File: src/rtl/cal_pkg.sv
package cal_pkg;
    typedef enum logic [2:0] {
        ST_IDLE,
        ST_SETTLE,
        ST_ACCUM,
        ST_LAUNCH,
        ST_DIVIDE,
        ST_FINISH
    } cal_state_t;

    typedef enum logic [1:0] {
        MODE_DC_OFS  = 2'd0,
        MODE_DC_GAIN = 2'd1,
        MODE_AC_GAIN = 2'd2,
        MODE_RSVD    = 2'd3
    } cal_mode_t;
endpackage

File: src/rtl/cal_divider.sv
module cal_divider #(
    parameter int W = 42
) (
    input  logic         clk,
    input  logic         rst_n,
    input  logic         go_i,
    input  logic [W-1:0] num_i,
    input  logic [W-1:0] den_i,
    output logic         done_o,
    output logic [W-1:0] quot_o
);
    localparam int CNTW = $clog2(W + 1);

    logic [W-1:0]    q_r;
    logic [W-1:0]    d_r;
    logic [W:0]      r_r;
    logic [CNTW-1:0] cnt_r;
    logic            done_r;
    logic [W:0]      shifted;
    logic            ge;

    always_comb begin
        shifted = {r_r[W-1:0], q_r[W-1]};
        ge      = (shifted >= {1'b0, d_r});
    end

    always_ff @(posedge clk) begin
        if (!rst_n) begin
            q_r    <= '0;
            d_r    <= '0;
            r_r    <= '0;
            cnt_r  <= '0;
            done_r <= 1'b0;
        end else begin
            done_r <= 1'b0;
            if (go_i) begin
                q_r   <= num_i;
                d_r   <= den_i;
                r_r   <= '0;
                cnt_r <= CNTW'(W);
            end else if (cnt_r != '0) begin
                r_r   <= ge ? (shifted - {1'b0, d_r}) : shifted;
                q_r   <= {q_r[W-2:0], ge};
                cnt_r <= cnt_r - 1'b1;
                if (cnt_r == CNTW'(1)) begin
                    done_r <= 1'b1;
                end
            end
        end
    end

    assign done_o = done_r;
    assign quot_o = q_r;
endmodule

File: src/rtl/cal_live_path.sv
module cal_live_path #(
    parameter int DW    = 16,
    parameter int GW    = 16,
    parameter int GFRAC = 14
) (
    input  logic                 clk,
    input  logic                 rst_n,
    input  logic                 smp_valid_i,
    input  logic signed [DW-1:0] smp_i,
    input  logic signed [DW-1:0] offset_i,
    input  logic [GW-1:0]        gain_i,
    output logic signed [DW-1:0] y_o,
    output logic                 out_valid_o,
    output logic signed [DW-1:0] out_o
);
    localparam int PW = DW + GW + 1;
    localparam logic signed [DW-1:0] S_MAX = {1'b0, {(DW-1){1'b1}}};
    localparam logic signed [DW-1:0] S_MIN = {1'b1, {(DW-1){1'b0}}};
    localparam logic signed [PW-1:0] P_MAX = {{(PW-DW+1){1'b0}}, {(DW-1){1'b1}}};
    localparam logic signed [PW-1:0] P_MIN = {{(PW-DW+1){1'b1}}, {(DW-1){1'b0}}};

    logic signed [DW:0]   s_wide;
    logic signed [DW-1:0] s_sat;
    logic signed [PW-1:0] prod;
    logic signed [PW-1:0] scaled;

    always_comb begin
        s_wide = {smp_i[DW-1], smp_i} + {offset_i[DW-1], offset_i};
        if (s_wide[DW] != s_wide[DW-1]) begin
            s_sat = s_wide[DW] ? S_MIN : S_MAX;
        end else begin
            s_sat = s_wide[DW-1:0];
        end
        prod   = s_sat * $signed({1'b0, gain_i});
        scaled = prod >>> GFRAC;
        if (scaled > P_MAX) begin
            y_o = S_MAX;
        end else if (scaled < P_MIN) begin
            y_o = S_MIN;
        end else begin
            y_o = scaled[DW-1:0];
        end
    end

    always_ff @(posedge clk) begin
        if (!rst_n) begin
            out_valid_o <= 1'b0;
            out_o       <= '0;
        end else begin
            out_valid_o <= smp_valid_i;
            if (smp_valid_i) begin
                out_o <= y_o;
            end
        end
    end
endmodule

File: src/rtl/cal_seq.sv
module cal_seq #(
    parameter int DW      = 16,
    parameter int NW      = 12,
    parameter int GW      = 16,
    parameter int GFRAC   = 14,
    parameter int SETTLE  = 30,
    parameter int AC_MULT = 6
) (
    input  logic                 clk,
    input  logic                 rst_n,
    input  logic                 smp_valid_i,
    input  logic signed [DW-1:0] smp_i,
    input  logic [NW-1:0]        ncyc_i,
    input  logic                 start_i,
    input  logic [1:0]           mode_i,
    input  logic                 rms_valid_i,
    input  logic [DW-1:0]        rms_i,
    output logic                 out_valid_o,
    output logic signed [DW-1:0] out_o,
    output logic                 busy_o,
    output logic                 done_o,
    output logic                 err_o,
    output logic signed [DW-1:0] offset_o,
    output logic [GW-1:0]        gain_o
);
    import cal_pkg::*;

    localparam int SW   = DW + NW;
    localparam int DIVW = NW + GFRAC + DW;
    localparam int CW   = NW + $clog2(AC_MULT) + 1;
    localparam int STW  = $clog2(SETTLE + 1);
    localparam int QS   = GFRAC + DW - 1;
    localparam logic [GW-1:0]   G_UNITY = GW'(1) << GFRAC;
    localparam logic [DIVW-1:0] AC_NUM  = DIVW'((64'd3 << QS) / 64'd5);
    localparam logic [DW:0]     OFS_MAX = {2'b00, {(DW-1){1'b1}}};

    cal_state_t         state_r, state_nx;
    cal_mode_t          mode_r;
    logic [NW-1:0]      ncyc_r;
    logic [STW-1:0]     scnt_r;
    logic [CW-1:0]      cnt_r;
    logic [CW-1:0]      target;
    logic signed [SW-1:0] sum_r;
    logic [DW-1:0]      rms_r;
    logic signed [DW-1:0] offset_r;
    logic [GW-1:0]      gain_r;
    logic               err_r;
    logic               start_ok;
    logic               div_go;
    logic               div_done;
    logic [DIVW-1:0]    div_num;
    logic [DIVW-1:0]    div_den;
    logic [DIVW-1:0]    div_quot;
    logic [SW-1:0]      abs_sum;
    logic               div_bad;
    logic [DW:0]        ofs_q;
    logic [DW-1:0]      ofs_new;
    logic signed [DW-1:0] live_y;

    cal_live_path #(.DW(DW), .GW(GW), .GFRAC(GFRAC)) u_path (
        .clk        (clk),
        .rst_n      (rst_n),
        .smp_valid_i(smp_valid_i),
        .smp_i      (smp_i),
        .offset_i   (offset_r),
        .gain_i     (gain_r),
        .y_o        (live_y),
        .out_valid_o(out_valid_o),
        .out_o      (out_o)
    );

    cal_divider #(.W(DIVW)) u_div (
        .clk   (clk),
        .rst_n (rst_n),
        .go_i  (div_go),
        .num_i (div_num),
        .den_i (div_den),
        .done_o(div_done),
        .quot_o(div_quot)
    );

    assign start_ok = start_i && (mode_i != MODE_RSVD) && (ncyc_i != '0);
    assign target   = (mode_r == MODE_AC_GAIN) ? CW'(ncyc_r) * CW'(AC_MULT) : CW'(ncyc_r);

    always_comb begin
        abs_sum = sum_r[SW-1] ? SW'(-sum_r) : SW'(sum_r);
        unique case (mode_r)
            MODE_DC_GAIN: begin
                div_num = DIVW'(ncyc_r) << QS;
                div_den = (!sum_r[SW-1] && sum_r != '0) ? {{(DIVW-SW){1'b0}}, sum_r} : '0;
            end
            MODE_AC_GAIN: begin
                div_num = AC_NUM;
                div_den = DIVW'(rms_r);
            end
            default: begin
                div_num = DIVW'(abs_sum);
                div_den = DIVW'(ncyc_r);
            end
        endcase
        div_bad = (div_den == '0) || (|div_quot[DIVW-1:GW]);
        ofs_q   = div_quot[DW:0];
        if (sum_r[SW-1]) begin
            ofs_new = (ofs_q > OFS_MAX) ? OFS_MAX[DW-1:0] : ofs_q[DW-1:0];
        end else begin
            ofs_new = '0 - ofs_q[DW-1:0];
        end
    end

    always_ff @(posedge clk) begin
        if (!rst_n) begin
            state_r <= ST_IDLE;
        end else begin
            state_r <= state_nx;
        end
    end

    always_comb begin
        state_nx = state_r;
        unique case (state_r)
            ST_IDLE:   if (start_ok) state_nx = ST_SETTLE;
            ST_SETTLE: if (smp_valid_i && scnt_r == STW'(SETTLE - 1)) state_nx = ST_ACCUM;
            ST_ACCUM:  if (smp_valid_i && cnt_r == target - CW'(1)) state_nx = ST_LAUNCH;
            ST_LAUNCH: state_nx = ST_DIVIDE;
            ST_DIVIDE: if (div_done) state_nx = ST_FINISH;
            ST_FINISH: state_nx = ST_IDLE;
            default:   state_nx = ST_IDLE;
        endcase
    end

    always_comb begin
        busy_o = (state_r != ST_IDLE);
        done_o = (state_r == ST_FINISH);
        div_go = (state_r == ST_LAUNCH);
    end

    always_ff @(posedge clk) begin
        if (!rst_n) begin
            mode_r   <= MODE_DC_OFS;
            ncyc_r   <= '0;
            scnt_r   <= '0;
            cnt_r    <= '0;
            sum_r    <= '0;
            rms_r    <= '0;
            offset_r <= '0;
            gain_r   <= G_UNITY;
            err_r    <= 1'b0;
        end else begin
            unique case (state_r)
                ST_IDLE: if (start_ok) begin
                    mode_r <= cal_mode_t'(mode_i);
                    ncyc_r <= ncyc_i;
                    scnt_r <= '0;
                    cnt_r  <= '0;
                    sum_r  <= '0;
                    rms_r  <= '0;
                    err_r  <= 1'b0;
                    if (mode_i != MODE_DC_OFS) gain_r <= G_UNITY;
                end
                ST_SETTLE: if (smp_valid_i) scnt_r <= scnt_r + 1'b1;
                ST_ACCUM: begin
                    if (mode_r == MODE_AC_GAIN && rms_valid_i) rms_r <= rms_i;
                    if (smp_valid_i) begin
                        cnt_r <= cnt_r + 1'b1;
                        if (mode_r == MODE_DC_OFS) sum_r <= sum_r + SW'(smp_i);
                        else if (mode_r == MODE_DC_GAIN) sum_r <= sum_r + SW'(live_y);
                    end
                end
                ST_DIVIDE: if (div_done) begin
                    if (mode_r == MODE_DC_OFS) begin
                        offset_r <= ofs_new;
                    end else begin
                        gain_r <= div_bad ? '1 : div_quot[GW-1:0];
                        err_r  <= div_bad;
                    end
                end
                default: ;
            endcase
        end
    end

    assign offset_o = offset_r;
    assign gain_o   = gain_r;
    assign err_o    = err_r;
endmodule

File: config.mk
export PLATFORM = sky130hd
export DESIGN_NAME = cal_seq
export DESIGN_NICKNAME = d
export VERILOG_FILES = /design/src/rtl/cal_pkg.sv /design/src/rtl/cal_divider.sv /design/src/rtl/cal_live_path.sv /design/src/rtl/cal_seq.sv
export SDC_FILE = /design/constraint.sdc
export NUM_CORES = 1
export LEC_CHECK = 0
export BUFFER_PORTS_ARGS = -buffer_cell sky130_fd_sc_hd__buf_2
export CELL_PAD_IN_SITES_DETAIL_PLACEMENT = 1
export CELL_PAD_IN_SITES_GLOBAL_PLACEMENT = 2
export CORE_MARGIN = 3
export CORE_UTILIZATION = 42
export DETAILED_ROUTE_END_ITERATION = 10
export GPL_ROUTABILITY_DRIVEN = 0
export HOLD_SLACK_MARGIN = 0.12
export PLACE_DENSITY = 0.87
export RECOVER_POWER = 50
export SLEW_MARGIN = 40
export SYNTH_ARGS = -nofsm -noshare
export SYNTH_HDL_FRONTEND = slang
export SYNTH_HIERARCHICAL = 1
export SYNTH_SLANG_ARGS = --single-unit
File: constraint.sdc
create_clock -name clk -period 35.5 [get_ports clk]
set_input_delay 1.775 -clock clk [delete_from_list [all_inputs] [get_ports clk]]
set_output_delay 1.775 -clock clk [all_outputs]
set_load 0.005 [all_outputs]
After elaboration in Yosys (flattened, before gate mapping):

Cells that the tools add are included.

* output and inout port bits: 52
* register bits after elaboration: 265

* reduce and logical (&&, ||, !) cells: 32
* bitwise operators: 2
* equality and inequality tests: 22
* muxes and demuxes: 45
* $add $sub $neg: 10
* multipliers: 2
* $lt $le $gt $ge: 4

Operators by type and width (number)
* $mux 16: 14
* $mux 28: 6
* $mux 42: 3
* $pmux 28 s2: 2
* $pmux 16 s2: 3
* $pmux 41 s2: 1
* $add 28x16->28: 2
* $ge 43x42->1: 1
* $logic_not 42->1: 1
* $sub 42x42->42: 1
* $mul 16x17->33: 1
* $neg 28->28: 1
* $reduce_bool 28->1: 1
* $reduce_or 26->1: 1
* $gt 19x16->1 const B: 1
* $lt 19x16->1 const B: 1
* $ne 2x2->1 const B: 9
* $add 16x16->17: 1
* $gt 17x15->1 const B: 1
* $add 16x1->16 const B: 1
* $eq 16x16->1: 1
* $sub 1x16->16 const A: 1
* $sub 15x1->16 const B: 1
* $mux 15: 1
* 36 further kinds: 61

Depth between registers and ports, before layout:

* depth after elaboration: 12
* gate-level depth with buffers: 55
* gate-level depth less buffers: 51

Hierarchy:

Netlist, hierarchy kept.

By module, submodules not included
* cal_live_path: area an instance 10739.0 um2, instances 1, cells each 1261
* cal_seq: area an instance 8966.1 um2, instances 1, cells each 1142
* cal_divider: area an instance 8351.8 um2, instances 1, cells each 1076

Worst setup path after synthesis:

OpenSTA, ideal clock, no wires.

* path kind: input-to-reg
* start point: input smp_i[1]
* end point: register sum_r[27]
* slack: 22.699 ns
* data arrival time: 12.684 ns
* buffers on the path: 5
* data required time: 35.383 ns
* library setup time: 0.117 ns
* cell stages on the path: 49
* path through: ha_1 -> a21o_1 -> a21o_1 -> a21o_1 -> a21oi_1 -> o21a_1 -> o211ai_1 -> a41o_1 -> a21oi_1 -> xnor2_1 -> ha_1 -> clkbuf_8 -> clkbuf_1 -> o21ai_0 -> clkbuf_1 -> nand2_1 -> fa_1 -> inv_1 -> (+13 left out) -> o32ai_1 -> o21a_1 -> nor2_1 -> o31ai_4 -> buf_4 -> nand2_1 -> mux2_2 -> ha_1 -> a21o_1 -> a21oi_1 -> o21ai_0 -> a21oi_1 -> o31ai_1 -> and3_1 -> o211ai_1 -> o21ai_0 -> xor3_1 -> a32o_1

* word-level cells in the longest chain between the ends: 12
* elaborated cells between the ends (all ways): 15

Ends and longest elaborated chain
* from (decl): RTL line cal_seq.sv:12 `input logic signed [DW-1:0] smp_i,`
* $add 16x16->17 (*): RTL line cal_live_path.sv:28 `s_wide = {smp_i[DW-1], smp_i} + {offset_i[DW-1], offset_i};`
* $mux 16 / $ne 1x1->1 (equally long branches): RTL line cal_live_path.sv:30, cal_live_path.sv:29
* $mux 16 (*): RTL line cal_live_path.sv:29 `if (s_wide[DW] != s_wide[DW-1]) begin`
* $mul 16x17->33 (*): RTL line cal_live_path.sv:34 `prod = s_sat * $signed({1'b0, gain_i});`
* $lt 19x16->1: RTL line cal_live_path.sv:38 `end else if (scaled < P_MIN) begin`
* $mux 16: RTL line cal_live_path.sv:38
* $mux 16 (*): RTL line cal_live_path.sv:36 `if (scaled > P_MAX) begin`
* named net live_y[1]: RTL line cal_seq.sv:58 `logic signed [DW-1:0] live_y;`
* $add 28x16->28 (*): RTL line cal_seq.sv:166 `else if (mode_r == MODE_DC_GAIN) sum_r <= sum_r + SW'(live_y);`
* $mux 28 (*): RTL line cal_seq.sv:166
* $mux 28 (*): RTL line cal_seq.sv:165 `if (mode_r == MODE_DC_OFS) sum_r <= sum_r + SW'(smp_i);`
* $mux 28 (*): RTL line cal_seq.sv:163 `if (smp_valid_i) begin`
* $pmux 28 s2 (*): RTL line cal_seq.sv:149 `unique case (state_r)`
* to (signal assigned): RTL line cal_seq.sv:165
* to (signal assigned): RTL line cal_seq.sv:166
* to (decl): RTL line cal_seq.sv:43 `logic signed [SW-1:0] sum_r;`

Mark *: on every way through the listed nets, which the timed path passes. The rest lies on a longest branch. The select of a mux whose other input is x is not followed.
A chain may end at the register's enable or synchronous reset.

Worst setup path in the final report:

* start point: input smp_i[1]
* end point: register sum_r[26]

The elaborated chain is that of the path after synthesis.

==> results.yml <==
pwr:
  peakVddDrop_uv: 40.8
  internal_power_uw: 883
  sw_frac_of_total_pct: 46.6
  power.sequential.fraction_pct: 21.8
  power_switching_uw: 771
  power_per_cell_area_nw_per_um2: 54.5
  power.leakage_nw: 13.3
  clkPwrFrac_pct: 22.4
  combinationalPowerShare_pct: 55.8
timing:
  hold_viol: 0
  fin_crit_sh_pct: 40.1
  layout_min_cycle_time_ns: 14.24
  fmax_ghz: 0.0702
  worst_pin_slew_ns: 3.57
  report.final.slew_viol_count: 277
  slew_headroom_pct: -138
  clock_skew_ns: 0.0325
  setup_viol: 0
  setup_repair_after_global_routing_missed_its_margin: "false"
  timing.setup.tns_ns: 0
drt:
  detailroute.via_count: 25400
  postRouteAntennaNets: 0
  wl_met2_um: 47500
  wirelength_met1_um: 40100
  top_layer_used: "met4"
  drt_iter0_drc: 1466
  drc: 0
  detailedRoute.firstPassIterationCount: 5
  wl_um: 95100
  wl_per_cell_um: 21.8
  drt-vias-per-instance: 5.82
  dr_wl_met3_um: 3270
critical_path:
  setup.worst_path.class: "primary input to flop"
  worst-path-max-fanout: 30
  cpMaxStageDelayCell: "ha_1"
  critical_path.startpoint_type: "primary input"
  worstPathArrival_ns: 14.71
  timing.critical_path.to_type: "flop"
  cp_slowest_stage_delay_ns: 0.70
  worst-r2r-cell-count: 52
  required_ns: 35.97
  last_element_of_the_critical_path: "sum_r[26]"
  timing.reg2reg.setup_slack_ns: 22.11
  worst_path_most_repeated_cell: "fa_1"
  regToRegEndpoint: "sum_r[26]"
  rr_startpoint: "offset_o[1]"
  startpoint: "smp_i[1]"
yosys:
  synthFlopType: "dfxtp_1"
  synth_area_per_cell_um2: 8.06
  synth_compound_gate_area_share_pct: 17.8
  synth_edf_count: 0
  synth.distinct_cells: 109
  mappedNetlistArea_um2: 28100
  syn_inst: 3479
  synth_xor_xnor_area_share_pct: 5.33
  synth_register_bits: 265
  synth_adder_area_share_pct: 24.4
  yosysWarnings: 6
  post_synth_simple_gate_area_pct: 22.8
  synth_top_family_by_area: "adder cells"
  postSynth.asyncResetShare_pct: 0
  yosysSeqAreaShare_pct: 18.9
  post_synth_mux_area_share_pct: 3.29
global_routing:
  via_count_of_the_first_global_routing_pass: 27300
  gr-total-overflow: 0
  first_pass_grt_wire_length_um: 151000
  grt_start_max_net_pins: 102
  gr_util_all_layers_pct: 26.8
  grt_antenna_before_repair: 0
placed_design:
  buffer_ports.inserted: 102
  dpl.hpwl_um: 72300
  numPlacedInstances: 4309
die:
  initial_core_util_pct: 42.5
  die_height_um: 264
  floorplan.die.width_um: 264
  core_area_um2: 66000
  num_io_pins: 103
  area_of_the_die_um2: 69900
  total_number_of_placement_rows: 94
final_layout:
  area_overhead_of_the_layout_relative_to_synthesis_pct: 8.25
  final_cell_mix: "376 x nand2_1, 332 x inv_1, 265 x dfxtp_1"
  finalNetCount: 3961
  layout-drive-gt1-share_pct: 7.48
  non_filler_instances: 4369
  filler_cell_count: 8002
  mostFrequentLayoutCell: "nand2_1"
clock_tree:
  cts-htree-levels: 2
  cts_inserted_buffers: 35
  cts_resized: 0
  cts-root-buf: "clkbuf_16"
  clkTransAtPathRegs_ns: 0.06
  holdBufCountCts: 0
  cts.sink_count: 265
  clk_latency_ns: 0.54
  clock_tree.buffer_depth: 3
  setup_buffers_after_cts: 0
  clock_tree_from_tritoncts: "yes"
status:
  status: "complete, but fails checks"
  violations: "max-capacitance violations, max-slew violations"
worst_hold_path:
  holdCritPathClass: "flop to flop"
job:
  max_cap_viol_count: 5
-- cells by family after synthesis --
logic type               Yosys count
AND/OR/NAND/NOR                 1238
AO/OA/AOI/OAI                    764
buffers and inverters            526
flip-flops                       265
multiplexers                      90
XOR/XNOR                         167
adder cells (fa/ha/maj)          428
other                              1
-- worst max-delay path, delay by kind of cell --
kind                       cells  cell delay [ns]
AOI/OAI and AO/OA             23             4.72
muxes                          1             0.15
and+or+nand+nor                6             0.96
buffers and inverters          9             1.02
adders and majority gates     11             5.17
xor gates and xnor gates       3             0.86
-- registers in the layout (all words and copies together), names as in the netlist, 28 cells and up --
register / count
sum_r: 28
u_div/quot_o: 42
u_div/d_r: 42
u_div/r_r: 42
-- power by group through the flow --
stage               clock network [mW]  logic (mW)  registers [mW]
finish                           0.371       0.922           0.361
global placement                     0       0.878           0.366
detailed placement                   0       0.909           0.367
global route                     0.391        1.01           0.365
floorplan                            0       0.672           0.352
CTS                              0.381       0.916           0.361
-- through the flow --
step / setup slack (ns) / cell area [um^2] / power [mW] / hold WS (ns) / util, %
floorplan: 22.70 / 28100 / 1.02 / 0.447 / -
global placement: 21.05 / 29200 / 1.24 / 0.431 / 44.3
detailed placement: 20.85 / 29300 / 1.28 / 0.446 / 44.3
CTS: 21.39 / 30400 / 1.66 / 0.454 / 46.1
global route: 20.38 / 30400 / 1.77 / 0.478 / 46.0
finish: 21.26 / 30400 / 1.65 / 0.448 / 46.0
-- per-layer routing --
metal,GRT usage (%),up-vias
met5,0,-
met4,11.4,0
met3,2.77,194
met2,48.7,539
met1,32.3,12800
li1,-,11900
-- final cells by class --
cell class                      instances  area, um^2  area share (%)
Antenna cell                            1        2.50         0.00824
Clock buffer                           47        1000            3.30
Clock inverter                         12         176           0.581
Inverter                              335        1260            4.14
Multi-Input combinational cell       2703       20800            68.4
Sequential cell                       265        5310            17.5
Tap cell                              864        1080            3.56
Timing Repair Buffer                  142         764            2.52
-- worst min path at each step --
stage,startpoint,endpoint,slack [ns],cells after the start
4_1_cts,gain_o[15],gain_o[15],0.45,2
5_1_grt,gain_o[14],gain_o[14],0.48,2
2_1_floorplan,err_o,err_o,0.45,2
6_report,gain_o[15],gain_o[15],0.45,2
3_3_place_gp,gain_o[15],gain_o[15],0.43,2
3_5_place_dp,gain_o[15],gain_o[15],0.45,2
-- cell usage after synthesis (all sizes together), types with 7 or more instances --
master,number,area (um^2)
xnor2,86,772
a221o,9,91.3
a21boi,23,173
nand2,377,1420
nor2,155,589
inv,332,1250
buf,41,254
dfxtp,265,5310
o211ai,17,128
nand3b,9,67.6
o21ai,175,921
clkbuf,148,576
a22oi,27,203
or2,14,92.6
a311oi,7,73.8
o21bai,15,124
and2,163,1020
ha,231,2890
or3,20,125
mux2,17,191
fa,197,3940
or4,10,82.6
o21a,25,188
a41oi,11,104
mux2i,73,731
xor2,80,701
nor3,42,225
nand3,122,621
a21o,68,513
o31ai,20,169
and3,35,224
o41ai,8,77.6
nand4,58,363
a21oi,227,1150
a31oi,47,294
nor4,22,138
nand2b,19,119
nor3b,19,148
nor2b,143,895
a211oi,20,160
(Power assumes the default switching activity.)
